**config.mk**
```make
export PLATFORM = sky130hd
export DESIGN_NAME = dm_branch_metric
export DESIGN_NICKNAME = d
export VERILOG_FILES = /design/src/rtl/bmu_pkg.sv /design/src/rtl/bmu_prep.sv /design/src/rtl/bmu_lane.sv /design/src/rtl/dm_branch_metric.sv
export SDC_FILE = /design/constraint.sdc
export NUM_CORES = 1
export LEC_CHECK = 0
export ABC_CLOCK_PERIOD_IN_PS = 4800
export BUFFER_PORTS_ARGS = -buffer_cell sky130_fd_sc_hd__buf_2
export CELL_PAD_IN_SITES_DETAIL_PLACEMENT = 1
export CELL_PAD_IN_SITES_GLOBAL_PLACEMENT = 1
export CORE_UTILIZATION = 30
export CTS_BUF_LIST = sky130_fd_sc_hd__clkbuf_16
export CTS_CLUSTER_DIAMETER = 100
export DETAILED_ROUTE_END_ITERATION = 6
export GPL_ROUTABILITY_DRIVEN = 1
export PLACE_DENSITY = 0.63
export SYNTH_ARGS = -nofsm -noshare
export SYNTH_HDL_FRONTEND = slang
export SYNTH_SLANG_ARGS = --single-unit
export TNS_END_PERCENT = 1
```
**constraint.sdc**
```tcl
create_clock -name clk -period 4.8 [get_ports clk]
set_input_delay 0.96 -clock clk [delete_from_list [all_inputs] [get_ports clk]]
set_output_delay 0.96 -clock clk [all_outputs]
set_load 0.005 [all_outputs]
```
**src/rtl/bmu_pkg.sv**
```systemverilog
package bmu_pkg;
    localparam int SMP_W_DEF = 4;
    localparam int APR_W_DEF = 8;
    localparam int N_HYP     = 8;
    localparam int N_VIT     = 4;

    typedef enum logic [1:0] {
        S_IDLE = 2'd0,
        S_VIT  = 2'd1,
        S_TRB  = 2'd2
    } bmu_state_t;
endpackage

```
**src/rtl/bmu_prep.sv**
```systemverilog
module bmu_prep #(
    parameter int SMP_W = 4,
    parameter int APR_W = 8,
    parameter int BM_W  = 10
) (
    input  logic [SMP_W-1:0]       sys_i,
    input  logic [SMP_W-1:0]       par_i,
    input  logic [APR_W-1:0]       apri_i,
    output logic signed [BM_W-1:0] sys_x,
    output logic signed [BM_W-1:0] par_x,
    output logic signed [BM_W-1:0] half_x,
    output logic                   hard_sys,
    output logic                   hard_par
);
    logic signed [APR_W-1:0] half_n;

    always_comb begin
        half_n   = $signed(apri_i) >>> 1;
        half_x   = {{(BM_W-APR_W){half_n[APR_W-1]}}, half_n};
        sys_x    = {{(BM_W-SMP_W){sys_i[SMP_W-1]}}, sys_i};
        par_x    = {{(BM_W-SMP_W){par_i[SMP_W-1]}}, par_i};
        hard_sys = sys_i[SMP_W-1];
        hard_par = par_i[SMP_W-1];
    end
endmodule

```
**src/rtl/bmu_lane.sv**
```systemverilog
module bmu_lane #(
    parameter int IDX  = 0,
    parameter int BM_W = 10
) (
    input  logic                   mode_i,
    input  logic signed [BM_W-1:0] sys_x,
    input  logic signed [BM_W-1:0] par_x,
    input  logic signed [BM_W-1:0] half_x,
    input  logic                   hard_sys,
    input  logic                   hard_par,
    output logic signed [BM_W-1:0] bm_o
);
    localparam logic HU = 1'((IDX >> 2) & 1);
    localparam logic HS = 1'((IDX >> 1) & 1);
    localparam logic HP = 1'(IDX & 1);

    logic signed [BM_W-1:0] op_a, op_b, op_c;

    generate
        if (IDX < bmu_pkg::N_VIT) begin : g_dual
            always_comb begin
                if (mode_i) begin
                    op_a = HU ? -half_x : half_x;
                    op_b = HS ? -sys_x  : sys_x;
                    op_c = HP ? -par_x  : par_x;
                end else begin
                    op_a = '0;
                    op_b = {{(BM_W-1){1'b0}}, hard_sys ^ HS};
                    op_c = {{(BM_W-1){1'b0}}, hard_par ^ HP};
                end
            end
        end else begin : g_soft_only
            always_comb begin
                op_a = mode_i ? (HU ? -half_x : half_x) : '0;
                op_b = mode_i ? (HS ? -sys_x  : sys_x)  : '0;
                op_c = mode_i ? (HP ? -par_x  : par_x)  : '0;
            end
        end
    endgenerate

    assign bm_o = op_a + op_b + op_c;
endmodule

```
**src/rtl/dm_branch_metric.sv**
```systemverilog
module dm_branch_metric #(
    parameter int SMP_W = bmu_pkg::SMP_W_DEF,
    parameter int APR_W = bmu_pkg::APR_W_DEF
) (
    input  logic                                   clk,
    input  logic                                   rst_n,
    input  logic                                   in_valid,
    input  logic                                   in_mode,
    input  logic [SMP_W-1:0]                       in_sys,
    input  logic [SMP_W-1:0]                       in_par,
    input  logic [APR_W-1:0]                       in_apri,
    output logic                                   out_valid,
    output logic [bmu_pkg::N_HYP*(((APR_W > SMP_W) ? APR_W : SMP_W) + 2)-1:0] out_bm
);
    import bmu_pkg::*;

    localparam int BM_W = ((APR_W > SMP_W) ? APR_W : SMP_W) + 2;

    logic signed [BM_W-1:0] sys_x, par_x, half_x;
    logic                   hard_sys, hard_par;
    logic signed [BM_W-1:0] bm_d [N_HYP];
    logic signed [BM_W-1:0] bm_q [N_HYP];
    bmu_state_t             state, state_nx;

    bmu_prep #(.SMP_W(SMP_W), .APR_W(APR_W), .BM_W(BM_W)) u_prep (
        .sys_i    (in_sys),
        .par_i    (in_par),
        .apri_i   (in_apri),
        .sys_x    (sys_x),
        .par_x    (par_x),
        .half_x   (half_x),
        .hard_sys (hard_sys),
        .hard_par (hard_par)
    );

    generate
        for (genvar k = 0; k < N_HYP; k++) begin : g_lane
            bmu_lane #(.IDX(k), .BM_W(BM_W)) u_lane (
                .mode_i   (in_mode),
                .sys_x    (sys_x),
                .par_x    (par_x),
                .half_x   (half_x),
                .hard_sys (hard_sys),
                .hard_par (hard_par),
                .bm_o     (bm_d[k])
            );
            assign out_bm[k*BM_W +: BM_W] = bm_q[k];
        end
    endgenerate

    // next-state selection
    always_comb begin
        unique case ({in_valid, in_mode})
            2'b10:   state_nx = S_VIT;
            2'b11:   state_nx = S_TRB;
            default: state_nx = S_IDLE;
        endcase
    end

    // state register
    always_ff @(posedge clk) begin
        if (!rst_n) state <= S_IDLE;
        else        state <= state_nx;
    end

    // output register
    always_ff @(posedge clk) begin
        if (!rst_n) begin
            for (int k = 0; k < N_HYP; k++) bm_q[k] <= '0;
        end else if (in_valid) begin
            for (int k = 0; k < N_HYP; k++) bm_q[k] <= bm_d[k];
        end
    end

    assign out_valid = (state != S_IDLE);

    // ---------------- assertions ----------------
    p_valid_follows_r2: assert property (@(posedge clk) disable iff (!rst_n)
        in_valid |=> out_valid);
    p_valid_idle_r2: assert property (@(posedge clk) disable iff (!rst_n)
        !in_valid |=> !out_valid);
    p_hold_r2: assert property (@(posedge clk) disable iff (!rst_n)
        !in_valid |=> $stable(out_bm));
    p_upper_zero_r4: assert property (@(posedge clk) disable iff (!rst_n)
        (state == S_VIT) |-> (out_bm[N_HYP*BM_W-1 : N_VIT*BM_W] == '0));
    p_vit_pair_r3: assert property (@(posedge clk) disable iff (!rst_n)
        (state == S_VIT) |-> ((bm_q[0] + bm_q[3] == BM_W'(2)) && (bm_q[1] + bm_q[2] == BM_W'(2))));

    generate
        for (genvar k = 0; k < N_VIT; k++) begin : g_chk_vit
            p_vit_range_r3: assert property (@(posedge clk) disable iff (!rst_n)
                (state == S_VIT) |-> (bm_q[k] >= 0 && bm_q[k] <= 2));
        end
        for (genvar k = 0; k < N_VIT; k++) begin : g_chk_trb
            p_trb_sym_r7: assert property (@(posedge clk) disable iff (!rst_n)
                (state == S_TRB) |-> (bm_q[k] + bm_q[N_HYP-1-k] == '0));
        end
    endgenerate
endmodule

```
Word-level counts from Yosys, hierarchy flattened
Memories as Yosys holds them, arrays and structs flattened.
Index checks and enable logic that the tools add are counted.

operators by class
  add/sub/neg operators = 17
  equality and inequality tests = 2
  muxes and demuxes = 23
  bitwise gates (word level) = 10
  reductions and logical operators = 1

operator list
  cell                number
  $mux 10             18
  $add 10x10->10      12
  $neg 10->10         3
  $neg 4->10          2
  $or 1x1->1          8
  $eq 2x2->1 const B  2
  $mux 1              4
  $pmux 2 s2          1
  $not 1->1           2
  $reduce_bool 2->1   1

word-level totals
  register bits = 2
  RAM bits = 80
  input port bits = 20
  output and inout port bits = 81
  logic and storage cells = 55
  memories kept = 1

memories
  name  words  bits a word  read ports  clocked after memory_dff  write ports  RTL line                text
  bm_q  8      10           8           0                         8            dm_branch_metric.sv:22  logic signed [BM_W-1:0] bm_q [N_HYP];

Longest topological paths before layout
Gate-level depths: netlist (run 1).

  word-level depth = 5
  gate-level depth with buffers = 21
  depth with buffers taken out = 19

By module
From an unflattened synthesis (run 1), not the netlist that was laid out.

second synthesis, totals
  cell total of the unflattened synthesis = 1220
  area total of the unflattened synthesis = 10804.1 µm²

by module, submodules not included
  module                            times used  cells an instance  area an instance (µm²)  seq. area each (µm²)
  dm_branch_metric                  1           181                3096.7                  2442.3
  bmu_lane at g_lane[1].u_lane ...  2           114                843.3                   0.0
  bmu_lane at g_lane[7].u_lane      1           159                1199.9                  0.0
  bmu_lane at g_lane[6].u_lane      1           138                1007.2                  0.0
  bmu_lane at g_lane[3].u_lane      1           135                992.2                   0.0
  bmu_lane at g_lane[5].u_lane      1           136                992.2                   0.0
  bmu_lane at g_lane[4].u_lane      1           115                862.1                   0.0
  bmu_lane at g_lane[0].u_lane      1           96                 726.9                   0.0
  bmu_prep                          1           32                 240.2                   0.0

Worst setup path before layout (run 1)
OpenSTA, ideal clock, no wires.

  path type = input -> register
  from = input in_mode
  to = memory bm_q[6][9], in the netlist bm_q[1][29], data pin
  library setup time = 0.255 ns
  data arrival time = 4.554 ns
  required time = 4.545 ns
  slack = -0.010 ns
  cell stages on the path = 18
  buffers on the path = 3
  cell sequence = buf_4 > buf_2 > clkbuf_1 > nand2_1 > inv_1 > ha_1 > fa_1 > a21o_1 > a21o_1 > a31o_2 > a21oi_1 > xnor2_1 > ha_1 > or4_1 > o21ai_0 > mux2i_1 > nand3_1 > and3b_1

RTL lines
  what                RTL line                text
  start: declaration  dm_branch_metric.sv:8   input logic in_mode,
  end: declaration    dm_branch_metric.sv:22

==> flow_metrics.py, run 1 <==
metrics = {
    "status": {
        "status": "complete, no violations",
    },
    "global_routing": {
        "grt_max_degree": 79,
        "grt_pass1_vias": 6564,
        "use_met3_pct": 2.76,
        "grt_pass1_wl_um": 34400,
        "met1_usage_pct": 20.9,
        "grt_usage_pct": 16.9,
        "grtUsageMet2_pct": 30.0,
        "overflow": 0,
        "antenna_found_initial": 1,
        "grt-busiest-layer": "met2",
    },
    "die": {
        "start_util_pct": 30.6,
        "ioPinCount": 101,
        "die_w_um": 162,
        "die_area_um2": 26300,
        "core_um2": 25200,
        "rows": 58,
        "die_y_um": 162,
    },
    "detailed_routing": {
        "route.detailed.drc": 0,
        "wirelength_um": 21500,
        "via_per_inst": 5.10,
        "ant_nets": 0,
        "num_vias": 6548,
        "drt-initial-drc-count": 283,
        "first_pass_iters": 4,
        "wl_per_cell_um": 16.7,
    },
    "final_layout": {
        "n_antenna_cell": 0,
        "drive_gt1_share_pct": 17.9,
        "final_cell_area_um2": 9170,
        "final_cell_mix": "ha_1 (109), buf_2 (99), nor2_1 (96), edfxtp_1 (78), a21oi_1 (59)",
        "num-fill-cells": 2915,
        "multi_input_area_um2": 5100,
        "ff_latch_area_um2": 2380,
        "area_growth_pct": 19.1,
        "num-nets-final": 1089,
        "final_common_cell": "ha_1",
    },
    "setup_path": {
        "end_kind": "flop",
        "max_stage_delay_ns": 0.44,
        "criticalPathCategory": "input port to flop",
        "critPathSlowestCell": "a2111oi_0",
        "cp-start-kind": "input port",
        "worst-path-max-fanout": 4,
        "required_ns": 4.88,
        "path_cells": "buf_2 -> nor3_1 -> inv_1 -> ha_1 -> nor2_1 -> ha_1 -> a21oi_1 -> nor2b_1 -> o21a_1 -> o41ai_1 -> xnor2_1 -> ha_1 -> a21o_1 -> a2111oi_0 -> nor2_1 -> xnor2_1 -> nor2_1",
        "worstPathArrival_ns": 4.55,
    },
    "synthesis": {
        "synthFlopType": "edfxtp_1",
        "syn_avg_cell_area_um2": 9.50,
        "ys_seq_elements": 80,
        "synthArstFlopShare_pct": 0,
        "synth-edff-count": 78,
        "ys_seq_area_share_pct": 30.9,
        "syn_area_um2": 7700,
        "syn_inst": 811,
        "yosysWarnings": 0,
        "syn-num-nets": 952,
        "synth_cell_types": 59,
    },
    "pwr": {
        "p_leak_nw": 4.35,
        "p_comb_share_pct": 41.4,
        "p_sw_w": 0.000969,
        "p_seq_share_pct": 32.9,
        "irDropWorstVdd_v": 0.000176,
        "swShare_pct": 34.9,
        "intPower_w": 0.00181,
        "p_per_area_nw_per_um2": 303,
        "clkPwrFrac_pct": 25.6,
    },
    "clocking": {
        "clockBufferDepth": 2,
        "htreeDepth": 3,
        "cts_tree": "yes",
        "hold_buffers": 0,
        "numCtsBuffers": 9,
        "path_clk_slew_ns": 0.07,
        "clockRootBuffer": "clkbuf_16",
        "clock_sinks": 80,
    },
    "placement": {
        "gp_congestion": 0.840,
        "postPlaceCellArea_um2": 8870,
        "dp_hpwl_um": 17300,
        "portBuffers": 99,
    },
    "timing": {
        "tightest_slew_ns": 1.07,
        "rsz0062_at_grt": "no",
        "slew_viol_final": 0,
        "finalCritPeriodShare_pct": 93.1,
        "relSlewSlack_pct": 28.6,
        "fmax_mhz": 224,
        "finalSetupTns_ns": 0,
        "hold_viol_final": 0,
        "setup_viol": 0,
        "min_period_ns": 4.47,
    },
    "min_path": {
        "hp-class": "input port to flop",
    },
    "job": {
        "maxCapViolCount": 0,
    },
}
## final timing paths
kind,cells past startpoint,startpoint,endpoint
setup / recovery,17,in_sys[2],bm_q[0][29]
hold / removal,2,in_valid,bm_q[1][11]
## cells in the mapped netlist (all sizes together), types with 9 or more instances
cell type | n | area [µm²]
ha | 109 | 1360
nor2 | 96 | 360
edfxtp | 78 | 2340
a21oi | 59 | 295
xnor2 | 52 | 455
o21ai | 44 | 220
inv | 40 | 150
a21o | 28 | 210
and2 | 27 | 170
xor2 | 24 | 210
nand2 | 23 | 86.3
nand3 | 21 | 110
and3 | 19 | 119
nor3 | 19 | 100
o21bai | 17 | 128
a211oi | 16 | 120
fa | 12 | 240
a2111oi | 10 | 87.6
nor3b | 10 | 80.1
buf | 9 | 47.5
## flip-flops by register name, summed over array words and instances, names as in the netlist
| signal | count |
|---|---|
| state | 2 |
| bm_q | 78 |
## power by group through the flow
stage                     Sequential, W  Combinational, W  Clock, W
after floorplan                0.000947          0.000761         0
final                          0.000913           0.00115  0.000712
after CTS                      0.000916           0.00117  0.000732
after detailed placement       0.000931           0.00116         0
after global placement         0.000930           0.00113         0
after global routing           0.000923           0.00129  0.000757
## critical path: cells and delay by family
| kind | cells | cell delay [ns] |
|---|---|---|
| xor+xnor | 2 | 0.39 |
| compound gates | 5 | 1.34 |
| buf+inv | 2 | 0.20 |
| simple gates | 5 | 0.74 |
| fa+ha+maj | 3 | 0.90 |
## per-layer routing
metal | routed length [µm] | share of wire, % | vias up
li1 | - | - | 3293
met1 | 9710 | 45 | 3162
met2 | 10700 | 50 | 75
met3 | 740 | 3.4 | 18
met4 | 347 | 1.6 | 0
met5 | 0 | 0 | -
## what timing repair did
item | CTS | global route
gates resized for setup | 0 | 1
buffers inserted | 0 | 0
endpoints found under the setup margin | 0 | 1
## through the flow
| step | util [%] | worst slack [ns] | hold slack [ns] | instances | total power (W) |
|---|---|---|---|---|---|
| final | 36.4 | 0.329 | 1.08 | 1283 | 0.00277 |
| after global routing | 36.4 | 0.00616 | 1.10 | 1283 | 0.00297 |
| after CTS | 36.4 | 0.296 | 1.08 | 1283 | 0.00281 |
| after detailed placement | 35.2 | -0.0397 | 1.35 | 1267 | 0.00209 |
| after global placement | 35.2 | -0.0301 | 1.35 | 1267 | 0.00207 |
| after floorplan | - | 0.0722 | 1.18 | 811 | 0.00171 |
## final cells by class
| cell class | instances | share of cell area (%) |
|---|---|---|
| inverters | 41 | 1.68 |
| multi-input cells | 673 | 55.6 |
| clock buffers | 9 | 2.46 |
| clock inverters | 7 | 0.791 |
| flip-flops and latches | 80 | 26.0 |
| well taps | 330 | 4.50 |
| repair buffers | 143 | 9.00 |
## logic make-up (layout without fill, tap and decap cells)
group / after synthesis / in the layout / share of synthesized area [%]
XOR/XNOR: 79 / 79 / 9.52
multiplexers: 6 / 6 / 0.780
adder cells (fa/ha/maj): 121 / 121 / 20.8
AND/OR/NAND/NOR: 253 / 253 / 16.9
flip-flops: 80 / 80 / 30.9
AO/OA/AOI/OAI: 214 / 214 / 18.0
buffers and inverters: 58 / 200 / 3.00
Power figures use the tool's default switching activity.
==> inputs of run 2 (changes only) <==
--- a/config.mk
+++ b/config.mk
@@ -9,12 +9,13 @@
 export BUFFER_PORTS_ARGS = -buffer_cell sky130_fd_sc_hd__buf_2
 export CELL_PAD_IN_SITES_DETAIL_PLACEMENT = 1
 export CELL_PAD_IN_SITES_GLOBAL_PLACEMENT = 1
-export CORE_UTILIZATION = 30
+export CORE_UTILIZATION = 31
 export CTS_BUF_LIST = sky130_fd_sc_hd__clkbuf_16
 export CTS_CLUSTER_DIAMETER = 100
 export DETAILED_ROUTE_END_ITERATION = 6
 export GPL_ROUTABILITY_DRIVEN = 1
-export PLACE_DENSITY = 0.63
+export MAX_ROUTING_LAYER = met4
+export PLACE_DENSITY = 0.64
 export SYNTH_ARGS = -nofsm -noshare
 export SYNTH_HDL_FRONTEND = slang
 export SYNTH_SLANG_ARGS = --single-unit
==> flow_metrics.py, run 2 (synthesis results as in run 1) <==
metrics = {
    "status": {
        "status": "complete, no violations",
    },
    "pwr": {
        "clkPwrFrac_pct": 23.5,
        "irDropWorstVdd_v": 0.000154,
        "intPower_w": 0.00177,
        "p_comb_share_pct": 42.9,
        "p_leak_nw": 4.40,
        "p_sw_w": 0.000954,
        "p_seq_share_pct": 33.6,
        "swShare_pct": 35.1,
        "p_per_area_nw_per_um2": 294,
    },
    "clocking": {
        "cts_tree": "yes",
        "clock_sinks": 80,
        "cts_resized": 0,
        "clockRootBuffer": "clkbuf_16",
        "numCtsBuffers": 9,
        "clockBufferDepth": 2,
        "cts_setup_buffers": 0,
        "htreeDepth": 3,
        "path_clk_slew_ns": 0.07,
        "hold_buffers": 0,
    },
    "global_routing": {
        "grt_pass1_wl_um": 34700,
        "overflow": 0,
        "grt_max_degree": 79,
        "grt_pass1_vias": 6500,
        "grt_usage_pct": 18.0,
        "antenna_found_initial": 2,
    },
    "final_layout": {
        "area_growth_pct": 20.1,
        "reg.largest.list": "bm_q (78), state (2)",
        "multi_input_area_um2": 5100,
        "largest_reg_flops": 78,
        "top_register": "bm_q",
        "ff_latch_area_um2": 2380,
        "final_cell_area_um2": 9250,
        "num-fill-cells": 2851,
        "drive_gt1_share_pct": 18.9,
        "num-nets-final": 1103,
        "final_common_cell": "ha_1",
        "final_cell_mix": "ha_1 (109), buf_2 (99), nor2_1 (96), edfxtp_1 (78), a21oi_1 (59)",
        "final_util_pct": 38.0,
    },
    "setup_path": {
        "path_cells": "buf_2 -> nor3_1 -> inv_1 -> ha_1 -> nor2_1 -> ha_1 -> a21o_1 -> a31o_2 -> a221oi_1 -> xnor2_1 -> ha_1 -> and3_1 -> a2111oi_0 -> buf_4 -> nand3_1 -> and3b_1",
        "required_ns": 4.91,
        "criticalPathCategory": "input port to flop",
        "worstPathArrival_ns": 4.50,
        "worst-path-max-fanout": 3,
        "end_kind": "flop",
        "worst_path_most_repeated_cell": "ha_1",
        "critPathSlowestCell": "a2111oi_0",
        "cp-start-kind": "input port",
        "max_stage_delay_ns": 0.41,
    },
    "detailed_routing": {
        "route.detailed.drc": 0,
        "ant_nets": 0,
        "wirelength_um": 21800,
        "wl_per_cell_um": 16.9,
        "drt-initial-drc-count": 280,
        "num_vias": 6572,
        "via_per_inst": 5.08,
        "first_pass_iters": 4,
    },
    "min_path": {
        "hp-class": "input port to flop",
        "min_path_cells": 3,
        "hold_end": "state[0]",
        "min-delay-start": "in_mode",
    },
    "timing": {
        "finalCritPeriodShare_pct": 91.4,
        "fmax_mhz": 228,
        "rsz0062_at_grt": "no",
        "hold_viol_final": 0,
        "fin_ws_ns": 0.414,
        "relSlewSlack_pct": 30.4,
        "slew_viol_final": 0,
        "min_period_ns": 4.39,
        "setup_viol": 0,
        "whs_ns": 1.06,
        "tightest_slew_ns": 1.04,
        "finalSetupTns_ns": 0,
    },
    "die": {
        "die_y_um": 160,
        "core_um2": 24300,
        "die_w_um": 160,
        "start_util_pct": 31.7,
        "ioPinCount": 101,
        "die_area_um2": 25500,
        "rows": 57,
    },
    "placement": {
        "portBuffers": 99,
        "gp_congestion": 0.855,
        "postPlaceCellArea_um2": 8980,
        "place_ws_ns": 0.00767,
        "dp_hpwl_um": 17400,
    },
    "job": {
        "maxCapViolCount": 0,
    },
}
==> run 2: cell types whose count changed in the layout (fill, tap and decap cells not counted), sizes merged <==
cell / previous run / this run
bufinv: 1 / 0
diode: 0 / 2
clkinv: 6 / 5
clkinvlp: 1 / 2
buf: 143 / 157
inv: 40 / 41
==> run 2: power by group through the flow <==
stage,Combinational [W],Clock [W],Sequential [W]
after detailed placement,0.00117,0,0.000929
after floorplan,0.000761,0,0.000947
after global routing,0.00131,0.000676,0.000925
after CTS,0.00118,0.000661,0.000916
after global placement,0.00115,0,0.000929
final,0.00117,0.000640,0.000913
==> run 2: worst max path at each step <==
stage | from | endpoint | slack, ns
after detailed placement | in_sys[2] | bm_q[0][29] | 0.008
after floorplan | in_mode | bm_q[1][29] | 0.07
after CTS | in_sys[2] | bm_q[0][29] | 0.39
after global routing | in_sys[2] | bm_q[1][29] | 0.07
after global placement | in_apri[1] | bm_q[1][29] | 0.02
final | in_sys[2] | bm_q[1][29] | 0.41
==> run 2: final cells by class <==
class                   count  share of cell area [%]
clock buffers               9                    2.43
inverters                  41                    1.66
flip-flops and latches     80                    25.7
repair buffers            157                    10.2
clock inverters             7                   0.433
diodes                      2                  0.0541
multi-input cells         673                    55.1
well taps                 324                    4.38
==> run 2: critical path, delay by kind of cell <==
| kind | cells | cell delay (ns) |
|---|---|---|
| AO/OA/AOI/OAI | 4 | 1.17 |
| adder cells (fa/ha/maj) | 3 | 0.86 |
| XOR/XNOR | 1 | 0.21 |
| AND/OR/NAND/NOR | 5 | 0.92 |
| buffers and inverters | 3 | 0.39 |
==> run 2: per-stage QoR <==
step / power, W / cells
3_3_place_gp: 0.00207 / 1275
2_1_floorplan: 0.00171 / 811
5_1_grt: 0.00291 / 1293
6_report: 0.00272 / 1293
4_1_cts: 0.00275 / 1291
3_5_place_dp: 0.00210 / 1275
==> run 2: per-layer routing <==
metal / global-route usage [%] / routed length, µm / vias up
met5: - / 0 / -
met4: 4.63 / 289 / 0
met3: 2.75 / 815 / 13
met2: 28.4 / 9850 / 97
met1: 24.1 / 10800 / 3149
li1: - / - / 3313
